<file path="src/rtl/spi_drv_pkg.sv">
package spi_drv_pkg;

  // Events derived from the oversampled serial pins, one clock wide each.
  typedef struct packed {
    logic ceb_fall;
    logic ceb_rise;
    logic sclk_rise;
    logic sclk_fall;
    logic si;
  } spi_evt_t;

endpackage

</file>
<file path="src/rtl/spi_edge_sync.sv">
module spi_edge_sync
  import spi_drv_pkg::*;
#(
  parameter int STAGES = 2
) (
  input  logic     clk,
  input  logic     rst_n,
  input  logic     ceb_i,
  input  logic     sclk_i,
  input  logic     si_i,
  output spi_evt_t evt_o
);

  logic [STAGES-1:0] ceb_q, sclk_q, si_q;
  logic              ceb_d, sclk_d;
  logic              ceb_s, sclk_s;

  always_ff @(posedge clk or negedge rst_n) begin
    if (!rst_n) begin
      ceb_q  <= '1;
      sclk_q <= '0;
      si_q   <= '0;
      ceb_d  <= 1'b1;
      sclk_d <= 1'b0;
    end else begin
      ceb_q  <= {ceb_q[STAGES-2:0], ceb_i};
      sclk_q <= {sclk_q[STAGES-2:0], sclk_i};
      si_q   <= {si_q[STAGES-2:0], si_i};
      ceb_d  <= ceb_s;
      sclk_d <= sclk_s;
    end
  end

  assign ceb_s  = ceb_q[STAGES-1];
  assign sclk_s = sclk_q[STAGES-1];

  always_comb begin
    evt_o.ceb_fall  = ceb_d & ~ceb_s;
    evt_o.ceb_rise  = ~ceb_d & ceb_s;
    evt_o.sclk_rise = ~ceb_s & ~sclk_d & sclk_s;
    evt_o.sclk_fall = ~ceb_s & sclk_d & ~sclk_s;
    evt_o.si        = si_q[STAGES-1];
  end

endmodule

</file>
<file path="src/rtl/spi_frame_shifter.sv">
module spi_frame_shifter
  import spi_drv_pkg::*;
#(
  parameter int ADDR_W = 4,
  parameter int DATA_W = 12,
  parameter int STAT_W = 4,
  localparam int FW    = ADDR_W + DATA_W,
  localparam int CNT_W = $clog2(FW + 2),
  localparam int IDX_W = $clog2(FW)
) (
  input  logic              clk,
  input  logic              rst_n,
  input  spi_evt_t          evt_i,
  input  logic [STAT_W-1:0] stat_i,
  input  logic [DATA_W-1:0] rdata_i,
  output logic [ADDR_W-1:0] rd_addr_o,
  output logic [ADDR_W-1:0] wr_addr_o,
  output logic [DATA_W-1:0] wr_data_o,
  output logic [CNT_W-1:0]  frame_len_o,
  output logic              so_o,
  output logic              so_oe_o
);

  localparam logic [CNT_W-1:0] LEN_SAT  = CNT_W'(FW + 1);
  localparam logic [CNT_W-1:0] IDX_END  = CNT_W'(FW);
  localparam logic [CNT_W-1:0] ADDR_LST = CNT_W'(ADDR_W - 1);
  localparam logic [IDX_W-1:0] TX_TOP   = IDX_W'(FW - 1);

  logic [FW-1:0]     rx_q;
  logic [CNT_W-1:0]  rx_cnt_q, tx_idx_q;
  logic [STAT_W-1:0] stat_q;
  logic [DATA_W-1:0] rd_q;
  logic              first_q, ld_pend_q, oe_q;
  logic [FW-1:0]     tx_word;

  always_ff @(posedge clk or negedge rst_n) begin
    if (!rst_n) begin
      rx_q      <= '0;
      rx_cnt_q  <= '0;
      tx_idx_q  <= '0;
      stat_q    <= '0;
      rd_q      <= '0;
      first_q   <= 1'b0;
      ld_pend_q <= 1'b0;
      oe_q      <= 1'b0;
    end else begin
      if (ld_pend_q) begin
        rd_q      <= rdata_i;
        ld_pend_q <= 1'b0;
      end
      if (evt_i.sclk_rise) begin
        if (first_q) begin
          if (tx_idx_q != IDX_END) tx_idx_q <= tx_idx_q + 1'b1;
        end else begin
          first_q <= 1'b1;
        end
      end
      if (evt_i.sclk_fall) begin
        rx_q <= {rx_q[FW-2:0], evt_i.si};
        if (rx_cnt_q != LEN_SAT) rx_cnt_q <= rx_cnt_q + 1'b1;
        if (rx_cnt_q == ADDR_LST) ld_pend_q <= 1'b1;
      end
      if (evt_i.ceb_rise) oe_q <= 1'b0;
      if (evt_i.ceb_fall) begin
        oe_q      <= 1'b1;
        stat_q    <= stat_i;
        rd_q      <= '0;
        rx_cnt_q  <= '0;
        tx_idx_q  <= '0;
        first_q   <= 1'b0;
        ld_pend_q <= 1'b0;
      end
    end
  end

  assign tx_word     = {stat_q, rd_q};
  assign so_o        = (tx_idx_q < IDX_END) ? tx_word[TX_TOP - tx_idx_q[IDX_W-1:0]] : 1'b0;
  assign so_oe_o     = oe_q;
  assign rd_addr_o   = rx_q[ADDR_W-1:0];
  assign wr_addr_o   = rx_q[FW-1 -: ADDR_W];
  assign wr_data_o   = rx_q[DATA_W-1:0];
  assign frame_len_o = rx_cnt_q;

endmodule

</file>
<file path="src/rtl/spi_reg_bank.sv">
module spi_reg_bank #(
  parameter int ADDR_W  = 4,
  parameter int DATA_W  = 12,
  parameter int NUM_CFG = 3,
  localparam int FW     = ADDR_W + DATA_W,
  localparam int CNT_W  = $clog2(FW + 2),
  localparam int SEL_W  = $clog2(NUM_CFG + 1)
) (
  input  logic                      clk,
  input  logic                      rst_n,
  input  logic                      commit_i,
  input  logic [CNT_W-1:0]          len_i,
  input  logic [ADDR_W-1:0]         wr_addr_i,
  input  logic [DATA_W-1:0]         wr_data_i,
  input  logic [ADDR_W-1:0]         rd_addr_i,
  output logic [DATA_W-1:0]         ch_en_o,
  output logic [NUM_CFG*DATA_W-1:0] cfg_o,
  output logic [DATA_W-1:0]         rdata_o
);

  logic [NUM_CFG:0][DATA_W-1:0] regs_q;
  logic                         we;

  assign we = commit_i && (len_i == CNT_W'(FW));

  always_ff @(posedge clk or negedge rst_n) begin
    if (!rst_n) begin
      regs_q <= '0;
    end else begin
      for (int k = 0; k <= NUM_CFG; k++) begin
        if (we && wr_addr_i == ADDR_W'(k)) regs_q[k] <= wr_data_i;
      end
    end
  end

  assign rdata_o = (rd_addr_i <= ADDR_W'(NUM_CFG)) ? regs_q[rd_addr_i[SEL_W-1:0]] : '0;
  assign ch_en_o = regs_q[0];

  for (genvar g = 0; g < NUM_CFG; g++) begin : g_cfg
    assign cfg_o[g*DATA_W +: DATA_W] = regs_q[g+1];
  end

endmodule

</file>
<file path="src/rtl/spi_drv_regif.sv">
module spi_drv_regif
  import spi_drv_pkg::*;
#(
  parameter int ADDR_W      = 4,
  parameter int DATA_W      = 12,
  parameter int STAT_W      = 4,
  parameter int NUM_CFG     = 3,
  parameter int SYNC_STAGES = 2,
  localparam int FW         = ADDR_W + DATA_W,
  localparam int CNT_W      = $clog2(FW + 2)
) (
  input  logic                      clk,
  input  logic                      rst_n,
  input  logic                      ceb_i,
  input  logic                      sclk_i,
  input  logic                      si_i,
  input  logic [STAT_W-1:0]         flt_i,
  output logic                      so_o,
  output logic                      so_oe_o,
  output logic [DATA_W-1:0]         ch_en_o,
  output logic [NUM_CFG*DATA_W-1:0] cfg_o
);

  spi_evt_t          evt;
  logic [ADDR_W-1:0] rd_addr, wr_addr;
  logic [DATA_W-1:0] wr_data, rdata;
  logic [CNT_W-1:0]  frame_len;

  spi_edge_sync #(.STAGES(SYNC_STAGES)) sync_i (
    .clk(clk), .rst_n(rst_n), .ceb_i(ceb_i), .sclk_i(sclk_i), .si_i(si_i), .evt_o(evt)
  );

  spi_frame_shifter #(.ADDR_W(ADDR_W), .DATA_W(DATA_W), .STAT_W(STAT_W)) shft_i (
    .clk(clk), .rst_n(rst_n), .evt_i(evt), .stat_i(flt_i), .rdata_i(rdata),
    .rd_addr_o(rd_addr), .wr_addr_o(wr_addr), .wr_data_o(wr_data),
    .frame_len_o(frame_len), .so_o(so_o), .so_oe_o(so_oe_o)
  );

  spi_reg_bank #(.ADDR_W(ADDR_W), .DATA_W(DATA_W), .NUM_CFG(NUM_CFG)) regs_i (
    .clk(clk), .rst_n(rst_n), .commit_i(evt.ceb_rise), .len_i(frame_len),
    .wr_addr_i(wr_addr), .wr_data_i(wr_data), .rd_addr_i(rd_addr),
    .ch_en_o(ch_en_o), .cfg_o(cfg_o), .rdata_o(rdata)
  );

endmodule

</file>
<file path="config.mk">
export PLATFORM = sky130hd
export DESIGN_NAME = spi_drv_regif
export DESIGN_NICKNAME = d
export VERILOG_FILES = /design/src/rtl/spi_drv_pkg.sv /design/src/rtl/spi_edge_sync.sv /design/src/rtl/spi_frame_shifter.sv /design/src/rtl/spi_reg_bank.sv /design/src/rtl/spi_drv_regif.sv
export SDC_FILE = /design/constraint.sdc
export NUM_CORES = 1
export LEC_CHECK = 0
export BUFFER_PORTS_ARGS = -buffer_cell sky130_fd_sc_hd__buf_4
export CORE_ASPECT_RATIO = 0.75
export CORE_MARGIN = 4
export CORE_UTILIZATION = 60
export CTS_BUF_LIST = sky130_fd_sc_hd__clkbuf_4
export DETAILED_ROUTE_END_ITERATION = 10
export PLACE_DENSITY = 0.95
export SYNTH_ARGS = -nofsm -noshare
export SYNTH_HDL_FRONTEND = slang
export SYNTH_SLANG_ARGS = --single-unit
</file>
<file path="constraint.sdc">
create_clock -name clk -period 3.5 [get_ports clk]
set_input_delay 0.7 -clock clk [delete_from_list [all_inputs] [get_ports clk]]
set_output_delay 0.7 -clock clk [all_outputs]
set_load 0.05 [all_outputs]
</file>
# Word-level counts from Yosys, hierarchy flattened
# Cells that the tools add are included.
# op_classes
n_reduce_logical	15
n_bitwise	10
eq_ne	7
addsub	3
n_mux	22
order_cmp	4
# op_table
operator	count
$mux W12	4
$mux W5	7
$bmux W12 S2	1
$reduce_bool A2 Y1	7
$add A5 B1 Y5 const B	2
$ne A5 B5 Y1 const B	2
$mux W1	9
$eq A4 B2 Y1 const B	2
$and A1 B1 Y1	6
$eq A5 B2 Y1 const B	1
$eq A5 B5 Y1 const B	1
$logic_and A1 B1 Y1	5
$lt A4 B5 Y1 const B	1
$lt A5 B5 Y1 const B	1
$bmux W1 S4	1
$eq A4 B1 Y1 const B	1
$le A4 B2 Y1 const B	1
$logic_not A4 Y1	1
$not A1 Y1	4
$sub A4 B4 Y4 const A	1
$lt A2 B3 Y1 const B	1
$reduce_and A3 Y1	1
$reduce_and A2 Y1	1
# word_totals
word_cells	78
output_inout_bits	50
regBits	101
in_bits	9

# Logic depth before layout (Yosys ltp)
# logic_depth
word_depth	5
depth_mapped	7
mapped_depth_nobuf	6

# Hierarchy
# From an unflattened synthesis, not the netlist that was laid out.
# hier_totals
cells_unflattened	308
area_unflattened_um2	4486.8
# by_module_without_submodules
mod	area_per_inst_um2	n_inst	seq_area_each_um2	cells_each
spi_reg_bank	2214.6	1	1201.2	134
spi_frame_shifter	2033.2	1	1126.1	161
spi_edge_sync	239.0	1	203.9	13

# Worst setup path before layout
# Ideal clock, no wire load.
# synth_timing
path_type	reg-to-output
startpoint	register shft_i.tx_idx_q[0]
endpoint	output port so_o
t_required_ps	2800
n_path_buf	1
setup_slack_ps	904
path_stages_with_launch	5
arrival_time_ps	1896
path_cell_list	dfrtp_1 clkbuf_1 mux4_2 o2111ai_1 a21oi_1
# synth_via
elab_chain_cells	4
elab_cells_between_ends	5
classes_between	1 x add/sub; 1 x order compare; 3 x mux
# synth_lines
item	line	source
start, declared	spi_frame_shifter.sv:30	logic [CNT_W-1:0] rx_cnt_q, tx_idx_q;
start signal, assigned	spi_frame_shifter.sv:53	if (tx_idx_q != IDX_END) tx_idx_q <= tx_idx_q + 1'b1;
$sub A4 B4 Y4	spi_frame_shifter.sv:77	assign so_o = (tx_idx_q < IDX_END) ? tx_word[TX_TOP - tx_idx_q[IDX_W-1:0]] : 1'b0;
$bmux W1 S4	spi_frame_shifter.sv:77	
$mux W1 (implied by the code)	spi_frame_shifter.sv:77	
$mux W1 *	spi_frame_shifter.sv:77	
end, declared	spi_drv_regif.sv:18	output logic so_o,
# Every way passes the cells marked *; elsewhere a longest branch is shown, timed or not. The select of a mux whose other input is x is not followed.

# Worst setup path in the final report
# Same ends and word-level chain as after synthesis.

==> run metrics <==
status=finished, final reports clean; vias in the first global route=2632; final setup vio count=0; Period minus WS final=2.91 ns; maximum buffer depth of the clock tree=2; drt drc=0; area grow syn2layout=14.4%; routed via count=2606; Syn Nets=300; Root Driver=clkbuf_4; final core utilization=71.7%; clk_skew=0.0242 ns; CP Data Arrival Time=2.21 ns; cells after synthesis=285; antenna fix cells=0; Core ar.=6930 µm²; peak supply drop=0.000250 V; RSZ-0062 raised after global routing=false; clk_lat worst skew=0.47 ns; I/O pin count=59; CTS tree=built; post-synth cell types=37; Max-slew headroom=33.4%; Routability Congestion=0.866; share of post-route cells with drive strength above 1=49.7%; Yosys warnings=0; measured slew at the worst slew-check pin=0.996 ns; ys async rst share=100%; setup repair bufs after CTS=0; Die Area=8680 µm²; cell taking the most area after synthesis=dfrtp_1; clk sinks=101; final net count=356; First-pass DRT Iterations=4; f_max=344 MHz; CTS clk-pin slew, worst paths=0.16 ns; crit end category=primary output; post-detail-place hpwl=6.24 mm; Die Ht=81.7 µm; CP Max Fanout=10; power per cell area=422 nW/µm²; antenna-violating nets left=0; DR iter-0 viols=154; final hold vios=0; synthesized cell area=4350 µm²; # rows=26; Routed WL per cell=20.0 µm; hold crit path type=primary input to asynchronous set/reset pin; Leak Pwr=2.45 nW; top-count cell post-synth=dfrtp_1; max cap viols=0; Resized cells post-CTS=0; CTS Hold Bufs=0; drt via density=5.87; number of port buffers=58; share of the synthesized area in the top cell type=56.4%; sequential element share of the synthesized area=58.2%; Setup TNS Final=0 ns; CTS buffer count=9; GRT Resource Usage Total=22.4%; GR Overflow Total=0; #FFs+latches synth=101; Final Cycle Share=83.0%; CP Launch Type=flip-flop; largest net degree at the start of global routing=66; FF-to-FF setup slack=0.91 ns; list of most frequent post-synthesis cells=98 x dfrtp_1, 70 x mux2_2, 16 x nor2_1, 14 x mux4_2, 12 x a22o_1; initial antenna violation count=0; first-pass GRT wire length=14.6 mm; critical path class=flip-flop to primary output; Primary FF master, synth=dfrtp_1; Worst EP required=2.80 ns; Post-synth EDFFs=0; H-tree Lvls=3; pins over their slew limit=0; starting density of the core=62.7%; Syn Area/Cell=15.3 µm²; routed wire length=8.89 mm; synth top area cells=dfrtp_1 56%, mux2_2 18%, mux4_2 7.3%; Die X=106 µm
[cell usage in the layout, fill, tap and decap left out, types with 6 or more instances in the layout]
cell type,n
mux4_2,14
buf_4,61
ha_1,6
mux2_2,70
inv_1,6
dfrtp_1,98
nor2_1,16
clkbuf_4,9
a22o_1,12
[registers in the layout, summed over array words and instances (netlist names), 4 cells and up]
signal,count
regs_i.cfg_o,36
shft_i.rd_q,12
shft_i.frame_len_o,5
regs_i.ch_en_o,12
shft_i.stat_q,4
shft_i.rx_q,16
shft_i.tx_idx_q,5
[cell type report]
cell class	count	area (µm²)
Sequential cell	101	2530
Fill cell	439	1960
Tap cell	98	123
Inverter	6	22.5
Clock inverter	7	56.3
Multi-Input combinational cell	162	1710
Clock buffer	9	67.6
Timing Repair Buffer	61	458
[per-stage QoR]
step | std cells | hold WS [ns] | instance area [µm²] | power, mW | setup WS (ns)
4_1_cts | 444 | 0.305 | 4970 | 2.11 | 0.551
5_1_grt | 444 | 0.287 | 4970 | 2.18 | 0.475
2_1_floorplan | 285 | 0.331 | 4350 | 1.46 | 0.904
6_report | 444 | 0.299 | 4970 | 2.10 | 0.594
3_5_place_dp | 428 | 0.335 | 4850 | 1.55 | 0.942
3_3_place_gp | 428 | 0.331 | 4850 | 1.54 | 1.03
[worst max-delay path, cell delays in order, from the launching register on]
cell,delay (ns)
dfrtp_1,0.68
mux4_2,0.57
o2111ai_1,0.21
a21oi_1,0.09
buf_4,0.20
[power by group]
part	leakage [nW]	switching [mW]	total [mW]	internal, mW
Sequential	1.36	0.129	1.36	1.23
Clock	0.0730	0.408	0.566	0.158
Combinational	1.01	0.0743	0.175	0.100
[path summary, 6_finish.rpt]
check | start | to | cells after the start
worst max-delay path | shft_i.tx_idx_q[0] | so_o | 4
worst min-delay path | rst_n | shft_i.rd_q[8] | 1
worst max register to register | shft_i.frame_len_o[2] | regs_i.ch_en_o[11] | 4
worst min register to register | sync_i.si_q[0] | sync_i.si_q[1] | 0
max in group asynchronous | rst_n | sync_i.ceb_q[0] | 2
min in group clk | ceb_i | sync_i.ceb_q[0] | 1
[per-layer routing]
metal / vias to the layer above / wire (µm) / GRT usage, %
li1: 1170 / - / -
met1: 1348 / 3950 / 30.9
met2: 79 / 4310 / 36.5
met3: 9 / 546 / 6.44
met4: 0 / 85 / 4.40
met5: - / 0 / 0
[cells by family (layout without fill, tap and decap cells)]
kind of cell | after synthesis | in the layout | synth area share (%)
AOI/OAI and AO/OA | 21 | 21 | 3.80
xor gates and xnor gates | 6 | 6 | 1.21
adders and majority gates | 6 | 6 | 1.73
buffers and inverters | 22 | 83 | 2.62
DFF | 101 | 101 | 58.2
muxes | 88 | 88 | 26.3
and+or+nand+nor | 41 | 41 | 6.10
(Power assumes the default switching activity.)
